**config.mk**
```make
export PLATFORM = sky130hd
export DESIGN_NAME = eeprom_burst_loader
export DESIGN_NICKNAME = d
export VERILOG_FILES = /design/src/rtl/eeldr_pkg.sv /design/src/rtl/eeldr_ctrl.sv /design/src/rtl/eeldr_dp.sv /design/src/rtl/eeprom_burst_loader.sv
export SDC_FILE = /design/constraint.sdc
export NUM_CORES = 1
export LEC_CHECK = 0
export BUFFER_PORTS_ARGS = -buffer_cell sky130_fd_sc_hd__buf_2
export CAP_MARGIN = 30
export CELL_PAD_IN_SITES_DETAIL_PLACEMENT = 1
export CELL_PAD_IN_SITES_GLOBAL_PLACEMENT = 1
export CORE_ASPECT_RATIO = 1.2
export CORE_MARGIN = 1
export CORE_UTILIZATION = 43
export DETAILED_ROUTE_END_ITERATION = 16
export GPL_TIMING_DRIVEN = 0
export PLACE_DENSITY = 0.84
export SLEW_MARGIN = 30
export SYNTH_ARGS = -nofsm -noshare
export SYNTH_HDL_FRONTEND = slang
export SYNTH_SLANG_ARGS = --single-unit
```
**constraint.sdc**
```tcl
create_clock -name clk -period 4.8 [get_ports clk]
set_clock_uncertainty 0.15 [all_clocks]
set_input_delay 0.48 -clock clk [delete_from_list [all_inputs] [get_ports clk]]
set_output_delay 0.48 -clock clk [all_outputs]
set_load 0.1 [all_outputs]
```
**src/rtl/eeldr_pkg.sv**
```systemverilog
`timescale 1ns/1ps
package eeldr_pkg;
  typedef enum logic [2:0] {
    S_IDLE  = 3'd0,
    S_READ  = 3'd1,
    S_WRITE = 3'd2,
    S_BHI   = 3'd3,
    S_BLO   = 3'd4,
    S_BDAT  = 3'd5
  } ldState_t;

  typedef struct packed {
    logic loadData;
    logic setPtr;
    logic incPtr;
    logic capHi;
    logic capLo;
    logic memWr;
  } dpStrobe_t;

  localparam logic [1:0] SEL_CTRL = 2'd0;
  localparam logic [1:0] SEL_ADDR = 2'd1;
  localparam logic [1:0] SEL_DATA = 2'd2;
  localparam logic [1:0] SEL_BASE = 2'd3;

  localparam int BIT_WR    = 0;
  localparam int BIT_RD    = 1;
  localparam int BIT_BURST = 2;
  localparam int BIT_BUSY  = 3;
endpackage

```
**src/rtl/eeldr_ctrl.sv**
```systemverilog
`timescale 1ns/1ps
module eeldr_ctrl
  import eeldr_pkg::*;
(
  input  logic       clk,
  input  logic       rstN,
  input  logic [2:0] reqBits,
  input  logic       eeAck,
  input  logic       endMark,
  output ldState_t   state,
  output logic       busy,
  output dpStrobe_t  strobe
);
  ldState_t nextState;

  always_comb begin
    nextState = state;
    strobe    = '0;
    unique case (state)
      S_IDLE: begin
        if (reqBits[BIT_RD])         nextState = S_READ;
        else if (reqBits[BIT_WR])    nextState = S_WRITE;
        else if (reqBits[BIT_BURST]) nextState = S_BHI;
      end
      S_READ: if (eeAck) begin
        strobe.loadData = 1'b1;
        strobe.setPtr   = 1'b1;
        nextState       = S_IDLE;
      end
      S_WRITE: if (eeAck) begin
        strobe.setPtr = 1'b1;
        nextState     = S_IDLE;
      end
      S_BHI: if (eeAck) begin
        strobe.capHi  = 1'b1;
        strobe.incPtr = 1'b1;
        nextState     = S_BLO;
      end
      S_BLO: if (eeAck) begin
        strobe.capLo  = 1'b1;
        strobe.incPtr = 1'b1;
        nextState     = endMark ? S_IDLE : S_BDAT;
      end
      S_BDAT: if (eeAck) begin
        strobe.memWr  = 1'b1;
        strobe.incPtr = 1'b1;
        nextState     = S_BHI;
      end
      default: nextState = S_IDLE;
    endcase
  end

  always_ff @(posedge clk) begin
    if (!rstN) state <= S_IDLE;
    else       state <= nextState;
  end

  assign busy = (state != S_IDLE);

  // an operation only finishes on an acknowledged byte
  a_r4_done_on_ack: assert property (@(posedge clk) disable iff (!rstN)
    $fell(busy) |-> $past(eeAck));

  // the memory strobe is only raised for a data byte of a record
  a_r7_memwr_in_burst: assert property (@(posedge clk) disable iff (!rstN)
    strobe.memWr |-> (busy && !strobe.setPtr && !strobe.loadData));
endmodule

```
**src/rtl/eeldr_dp.sv**
```systemverilog
`timescale 1ns/1ps
module eeldr_dp
  import eeldr_pkg::*;
#(
  parameter int EE_AW   = 16,
  parameter int BASE_W  = 9,
  parameter int HOST_DW = 16,
  parameter int REC_W   = 16
) (
  input  logic                 clk,
  input  logic                 rstN,
  input  logic                 hostWe,
  input  logic [1:0]           hostSel,
  input  logic [HOST_DW-1:0]   hostWrData,
  output logic [HOST_DW-1:0]   hostRdData,
  input  logic                 busy,
  input  ldState_t             state,
  input  dpStrobe_t            strobe,
  output logic [2:0]           reqBits,
  output logic                 endMark,
  input  logic [7:0]           eeRdData,
  output logic [EE_AW-1:0]     eeAddr,
  output logic [7:0]           eeWrData,
  output logic                 eeWe,
  output logic                 memWe,
  output logic [BASE_W+REC_W-2:0] memAddr,
  output logic [7:0]           memData
);
  localparam int LOW_W  = REC_W - 1;
  localparam int MEM_AW = BASE_W + LOW_W;

  logic [EE_AW-1:0]  addrReg, ptrReg;
  logic [7:0]        dataReg, recHi, recLo;
  logic [BASE_W-1:0] baseReg;
  logic              hostAcc;
  logic [LOW_W-1:0]  recLow;

  assign hostAcc = hostWe && !busy;
  assign reqBits = (hostAcc && hostSel == SEL_CTRL) ? hostWrData[2:0] : 3'b000;

  always_ff @(posedge clk) begin
    if (!rstN) begin
      addrReg <= '0;
      dataReg <= '0;
      baseReg <= '0;
    end else begin
      if (hostAcc && hostSel == SEL_ADDR) addrReg <= hostWrData[EE_AW-1:0];
      if (hostAcc && hostSel == SEL_BASE) baseReg <= hostWrData[BASE_W-1:0];
      if (hostAcc && hostSel == SEL_DATA) dataReg <= hostWrData[7:0];
      else if (strobe.loadData)           dataReg <= eeRdData;
    end
  end

  always_ff @(posedge clk) begin
    if (!rstN) begin
      ptrReg <= '0;
      recHi  <= '0;
      recLo  <= '0;
    end else begin
      if (strobe.setPtr)      ptrReg <= addrReg + 1'b1;
      else if (strobe.incPtr) ptrReg <= ptrReg + 1'b1;
      if (strobe.capHi) recHi <= eeRdData;
      if (strobe.capLo) recLo <= eeRdData;
    end
  end

  assign recLow = {recHi[LOW_W-9:0], recLo};

  always_ff @(posedge clk) begin
    if (!rstN) begin
      memWe   <= 1'b0;
      memAddr <= '0;
      memData <= '0;
    end else begin
      memWe <= strobe.memWr;
      if (strobe.memWr) begin
        memAddr <= {baseReg, recLow};
        memData <= eeRdData;
      end
    end
  end

  assign endMark  = (recHi == 8'hFF) && (eeRdData == 8'hFF);
  assign eeWe     = (state == S_WRITE);
  assign eeWrData = dataReg;
  assign eeAddr   = (state == S_READ || state == S_WRITE) ? addrReg : ptrReg;

  always_comb begin
    hostRdData = '0;
    unique case (hostSel)
      SEL_CTRL: begin
        hostRdData[BIT_WR]    = (state == S_WRITE);
        hostRdData[BIT_RD]    = (state == S_READ);
        hostRdData[BIT_BURST] = (state == S_BHI) || (state == S_BLO) || (state == S_BDAT);
        hostRdData[BIT_BUSY]  = busy;
      end
      SEL_ADDR: hostRdData[EE_AW-1:0]  = addrReg;
      SEL_DATA: hostRdData[7:0]        = dataReg;
      default:  hostRdData[BASE_W-1:0] = baseReg;
    endcase
  end

  // no host write changes a register while an operation runs
  a_r9_base_frozen: assert property (@(posedge clk) disable iff (!rstN)
    busy |=> $stable(baseReg) && $stable(addrReg));

  // memory writes carry the base register in their upper bits
  a_r8_mem_high: assert property (@(posedge clk) disable iff (!rstN)
    memWe |-> (memAddr[MEM_AW-1:LOW_W] == baseReg));
endmodule

```
**src/rtl/eeprom_burst_loader.sv**
```systemverilog
`timescale 1ns/1ps
module eeprom_burst_loader
  import eeldr_pkg::*;
#(
  parameter int EE_AW   = 16,
  parameter int BASE_W  = 9,
  parameter int HOST_DW = 16,
  parameter int REC_W   = 16
) (
  input  logic                       clk,
  input  logic                       rstN,
  input  logic                       hostWe,
  input  logic [1:0]                 hostSel,
  input  logic [HOST_DW-1:0]         hostWrData,
  output logic [HOST_DW-1:0]         hostRdData,
  output logic                       eeReq,
  output logic                       eeWe,
  output logic [EE_AW-1:0]           eeAddr,
  output logic [7:0]                 eeWrData,
  input  logic                       eeAck,
  input  logic [7:0]                 eeRdData,
  output logic                       memWe,
  output logic [BASE_W+REC_W-2:0]    memAddr,
  output logic [7:0]                 memData
);
  ldState_t  state;
  dpStrobe_t strobe;
  logic      busy, endMark;
  logic [2:0] reqBits;

  eeldr_ctrl u_ctrl (
    .clk(clk), .rstN(rstN), .reqBits(reqBits), .eeAck(eeAck),
    .endMark(endMark), .state(state), .busy(busy), .strobe(strobe)
  );

  eeldr_dp #(.EE_AW(EE_AW), .BASE_W(BASE_W), .HOST_DW(HOST_DW), .REC_W(REC_W)) u_dp (
    .clk(clk), .rstN(rstN), .hostWe(hostWe), .hostSel(hostSel),
    .hostWrData(hostWrData), .hostRdData(hostRdData), .busy(busy),
    .state(state), .strobe(strobe), .reqBits(reqBits), .endMark(endMark),
    .eeRdData(eeRdData), .eeAddr(eeAddr), .eeWrData(eeWrData), .eeWe(eeWe),
    .memWe(memWe), .memAddr(memAddr), .memData(memData)
  );

  assign eeReq = busy;

  // a pending request holds its address, direction and data
  a_r11_req_hold: assert property (@(posedge clk) disable iff (!rstN)
    (eeReq && !eeAck) |=> (eeReq && $stable(eeAddr) && $stable(eeWe) && $stable(eeWrData)));

  // a memory write follows an acknowledged EEPROM byte
  a_r8_memwe_after_ack: assert property (@(posedge clk) disable iff (!rstN)
    memWe |-> ($past(eeAck) && $past(eeReq) && !$past(eeWe)));
endmodule

```
# Yosys cells after proc, flatten, opt, wreduce, memory -nomap -nowiden
# Cells that the tools add are included.
# totals
regBits	101
output_inout_bits	75
wordCells	73
# classes
n_eq_ne	15
muxes	27
n_reduce_logical	19
add_sub_neg	2
# op_table
operator	count
16-bit two-way mux	3
16-bit by 1-bit adder with 16-bit output, second input constant	2
3-bit two-way mux	9
4-bit one-hot mux with 3 select lines	2
8-bit == test, second input constant	2
8-bit two-way mux	2
3-bit one-hot mux with 5 select lines	1
7-bit two-way mux	1
3-bit by 2-bit == test with 1-bit output, second input constant	2
3-bit == test, second input constant	2
1-bit logical AND	6
2-bit != test, second input constant	3
1-bit one-hot mux with 2 select lines	3
2-bit OR reduction	3
1-bit two-way mux	5
5-bit AND reduction	1
2-bit == test, second input constant	2
4-bit != test, second input constant	1
2-bit nonzero test	2
3-bit by 1-bit == test with 1-bit output, second input constant	1
3-bit logical NOT	1
1-bit logical OR	3
3-bit nonzero test	1
2-bit by 1-bit == test with 1-bit output, second input constant	1
4 further kinds	4

# Logic depth before layout (Yosys ltp)
# depth
ltp_word	9
mapped_depth	13

# Cells and area by module
# A second synthesis with hierarchy kept.
# unflattened
cells_unflattened	560
area_unflattened_um2	4978.5
# modules_own_cells
mod	cells_per_inst	area_each_um2	instances
eeldr_dp	523	4712.0	1
eeldr_ctrl	37	266.5	1

# Worst setup path before layout
# No wires, ideal clock.
# synth_path
kind	reg-to-output
start	register u_ctrl.state[1]
end	output port eeAddr[8]
path_stages_with_launch	6
required_ns	4.170
path_slack_ns	-1.432
n_path_buf	2
arrival_ns	5.602
cell_sequence	dfxtp_1 > buf_4 > nor3b_1 > nor2_2 > buf_2 > o21ai_0
# synth_via
elab_chain_len	3
elab_cells_between_ends	4
cone_classes	eq/ne (2); mux (1); reduce/logical (1)
# synth_lines
element	line_no	text
from (decl)	eeldr_ctrl.sv:10	output ldState_t state,
from (signal assigned)	eeldr_ctrl.sv:55	else state <= nextState;
3-bit by 2-bit == test with 1-bit output	-	
via eeWe	eeprom_burst_loader.sv:17	output logic eeWe,
1-bit logical OR	eeldr_dp.sv:86	assign eeAddr = (state == S_READ || state == S_WRITE) ? addrReg : ptrReg;
16-bit two-way mux	eeldr_dp.sv:86	
to (decl)	eeprom_burst_loader.sv:18	output logic [EE_AW-1:0] eeAddr,
# The timed path passes the listed nets, and every way through them passes these cells.

# Worst setup path after layout
# layout_path
start	register u_ctrl.state[2]
end	register u_dp.ptrReg[14]
# layout_via
elab_chain_len	4
elab_cells_between_ends	10
cone_classes	eq/ne (5); mux (3); reduce/logical (2)
# layout_lines
element	line_no	text
3-bit == test	eeldr_ctrl.sv:19	unique case (state)
2-bit OR reduction (no line)	-	
1-bit one-hot mux with 2 select lines	eeldr_ctrl.sv:19	
2-bit nonzero test (no line)	-	
to (signal assigned)	eeldr_dp.sv:60	if (strobe.setPtr) ptrReg <= addrReg + 1'b1;
to (signal assigned)	eeldr_dp.sv:61	else if (strobe.incPtr) ptrReg <= ptrReg + 1'b1;
to (decl)	eeldr_dp.sv:32	logic [EE_AW-1:0] addrReg, ptrReg;
# Several ways; a longest one is shown, not always the timed one.
# A chain may end at the register's enable or synchronous reset.

==> results.md <==
- Outcome: finished, final reports clean
- Startpoint Class: flip-flop
- Placed cell area: about 5800 um^2
- Die width: about 100 um
- Slew HR: between 40% and 50%
- Internal reg-to-reg setup slack: roughly 1200 ps
- Async SR Flop Fraction: 0%
- Lkg Pwr: 0.00242 uW
- Flops & latches, synth: between 100 and 150
- Final setup viols: 0
- CTS buffer count: 9
- Vias in the first global route: around 5500
- FF-to-FF End: u_dp.ptrReg[14]$_SDFFE_PN0P_
- I/O Buffers: between 100 and 150
- Resize count post-CTS: 0
- Post-route clock period utilization: 74.4%
- CP cell instances: nor2b_1 -> and2_1 -> buf_2 -> clkbuf_1 -> nand2_1 -> nand2_1 -> ha_1 -> nand4_1 -> nor2_1 -> nand3_1 -> and3_1 -> o41a_1
- RSZ-0062 raised after global routing: false
- Hold buffer count at CTS: 0
- Initial antenna violation count: 0
- Area contributors post-synth: dfxtp_1 40%, nand2_1 12%, a21oi_1 7.9%
- Worst Setup End Kind: flip-flop
- Post-CTS Setup Bufs: 0
- I/O pins: between 100 and 150
- Primary FF master, synth: dfxtp_1
- Placer Congestion: between 0.8 and 0.9
- Peak ir drop on the vdd network: roughly 0.19 mV
- First-pass iteration count of the detailed router: 4
- Max-Cap Viols: 0
- Worst Hold Path Cells: 3
- Post-Place Setup Slack: roughly 990 ps
- Cell with the most instances after synthesis: nand2_1
- Yosys top cell area share: ~40%
- Fmax: around 280 MHz
- CP delay by family, top: simple AND/OR/NAND/NOR gates
- Area growth, synth to finish: 19.4%
- Leading area contributor after synthesis: dfxtp_1
- First-pass GRT wire length: just under 30000 um
- Drt drc: 0
- Worst-Margin Slew: ~800 ps
- Clock sink count: between 100 and 150
- ANT cells: 0
- Initial Util: about 44%
- Die height: 122 um
- HPWL Detailed: 14100 um
- Crit-path most repeated cell: nand2_1
- Design Area, Final: 6110 um^2
- Worst EP arrival: ~3700 ps
- EDFF count, synth: 0
- Post-synthesis sequential area ratio: between 30% and 40%
- Row cnt: 43
- CP Class: flip-flop to flip-flop
- Yosys cell types: 61
- Post-synth top cells: 158 x nand2_1, 101 x dfxtp_1, 81 x a21oi_1
- Worst reg2reg path depth: 12
- Hold Violations, Final: 0
- Via count: approximately 5400
- Required @ worst endpoint: about 5000 ps
- Pins over their slew limit: 0
- Post-Synthesis Cells: between 600 and 700
- DR WL/cell: around 20 um
- Reg clk slew, reported paths: ~70 ps
- Mapped Nets: a little under 700
- CTS root buf: clkbuf_16
- Setup TNS: 0 ps
- Final layout net count: 801
- Avg Inst Size Synth: approximately 8 um^2
- H-tree Lvls: 3
- Initial DRC count: approximately 260
- Crit path max fanout: 10
- Vias per cell: 5.84
- TritonCTS clock tree: yes
- Core area: between 10000 and 15000 um^2
- RR Startpoint: u_ctrl.state[2]$_SDFFE_PN0P_
- Longest Clk Path Bufs: 2
- Cell Pwr Density: 397 nW/um^2
- Hold-critical path endpoint: u_dp.addrReg[9]$_SDFFE_PN0P_
- Die area: ~12000 um^2
- Hold Crit Class: primary input to flip-flop
- Final WL: ~19000 um
- Yosys warns: 0
- Worst-Skew Late Latency: about 340 ps
- Post-route setup slack: roughly 1200 ps
- Fin crit period: approximately 3600 ps
- Hold path start: hostWrData[9]
- Global Route Usage Sum: 30.9%
- Largest net degree at the start of global routing: 18
- Min Hold Slack: roughly 220 ps
- Crit-path max cell delay: ~480 ps
- Antenna Violating Nets Remaining: 0
- Ratio of cells with drive above 1 in the final layout: 22.3%
- Grt total ovfl: 0
- Worst path buffer plus inverter count: 2
- Mapped cell area: 5120 um^2
- Slowest-stage cell, CP: clkbuf_1
sequential cells by signal (all words and copies together) (netlist names):
register / cells
u_ctrl.state: 3
u_dp.memWe: 1
u_dp.memData: 8
u_dp.memAddr: 24
u_dp.recLo: 8
u_dp.baseReg: 9
u_dp.eeWrData: 8
u_dp.ptrReg: 16
u_dp.recHi: 8
u_dp.addrReg: 16
logic make-up (layout without fill, tap and decap cells):
logic type,count (synthesis),in the layout,synth area share [%]
AO/OA/AOI/OAI,150,150,17.6
multiplexers,44,44,10.1
buffers and inverters,63,182,5.23
XOR/XNOR,4,4,0.831
flip-flops,101,101,39.5
AND/OR/NAND/NOR,293,293,26.4
adder cells (fa/ha/maj),1,1,0.244
tightest hold or removal path, delay by kind of cell:
kind	cells	cell delay (ps)
AO/OA/AOI/OAI	1	50
buffers and inverters	1	100
AND/OR/NAND/NOR	1	50
area by class of cell:
| class | count | area, um^2 |
|---|---|---|
| Fill cell | 1495 | 5460 |
| Multi-Input combinational cell | 492 | 2830 |
| Sequential cell | 101 | 2020 |
| Timing Repair Buffer | 103 | 515 |
| Buffer | 54 | 234 |
| Clock buffer | 10 | 229 |
| Tap cell | 157 | 196 |
| Clock inverter | 6 | 46.3 |
| Inverter | 9 | 33.8 |
how the worst max path moves through the flow:
stage | end | slack [ps] | startpoint | cells past startpoint
6_report | u_dp.ptrReg[14]$_SDFFE_PN0P_ | 1230 | u_ctrl.state[2]$_SDFFE_PN0P_ | 12
3_5_place_dp | u_dp.ptrReg[14]$_SDFFE_PN0P_ | 990 | eeAck | 13
3_3_place_gp | u_dp.ptrReg[14]$_SDFFE_PN0P_ | 1140 | eeAck | 13
2_1_floorplan | eeAddr[8] | 530 | u_ctrl.state[1]$_SDFFE_PN0P_ | 5
5_1_grt | u_dp.ptrReg[14]$_SDFFE_PN0P_ | 960 | u_ctrl.state[2]$_SDFFE_PN0P_ | 12
4_1_cts | u_dp.ptrReg[14]$_SDFFE_PN0P_ | 1210 | u_ctrl.state[2]$_SDFFE_PN0P_ | 12
power breakdown:
group          switching, uW  total (uW)  internal, uW
logic                    613         812           199
registers               42.0         922           880
clock network            338         695           356
through the flow:
step | util [%] | instances | total power, uW
3_5_place_dp | 50.4 | 916 | 1740
5_1_grt | 52.8 | 932 | 2510
6_report | 52.8 | 932 | 2430
2_1_floorplan | - | 656 | 1540
3_3_place_gp | 50.4 | 916 | 1720
4_1_cts | 52.8 | 932 | 2430
layer usage:
layer	up-vias	wire length (um)	GRT usage (%)
met5	-	0	0
met4	0	604	13.6
met3	43	1030	4.67
met2	192	9530	54.7
met1	2680	7610	36.4
li1	2531	-	-
layout by cell type, fill, tap and decap left out, types with 19 or more instances in the layout:
cell type | netlist | routed
mux2_2 | 21 | 21
a21oi_1 | 81 | 81
nor2_1 | 34 | 34
dfxtp_1 | 101 | 101
buf_2 | 15 | 118
nand2_1 | 158 | 158
mux2i_1 | 19 | 19
clkbuf_1 | 32 | 33
nand3_1 | 26 | 26
Power figures use the tool's default switching activity.
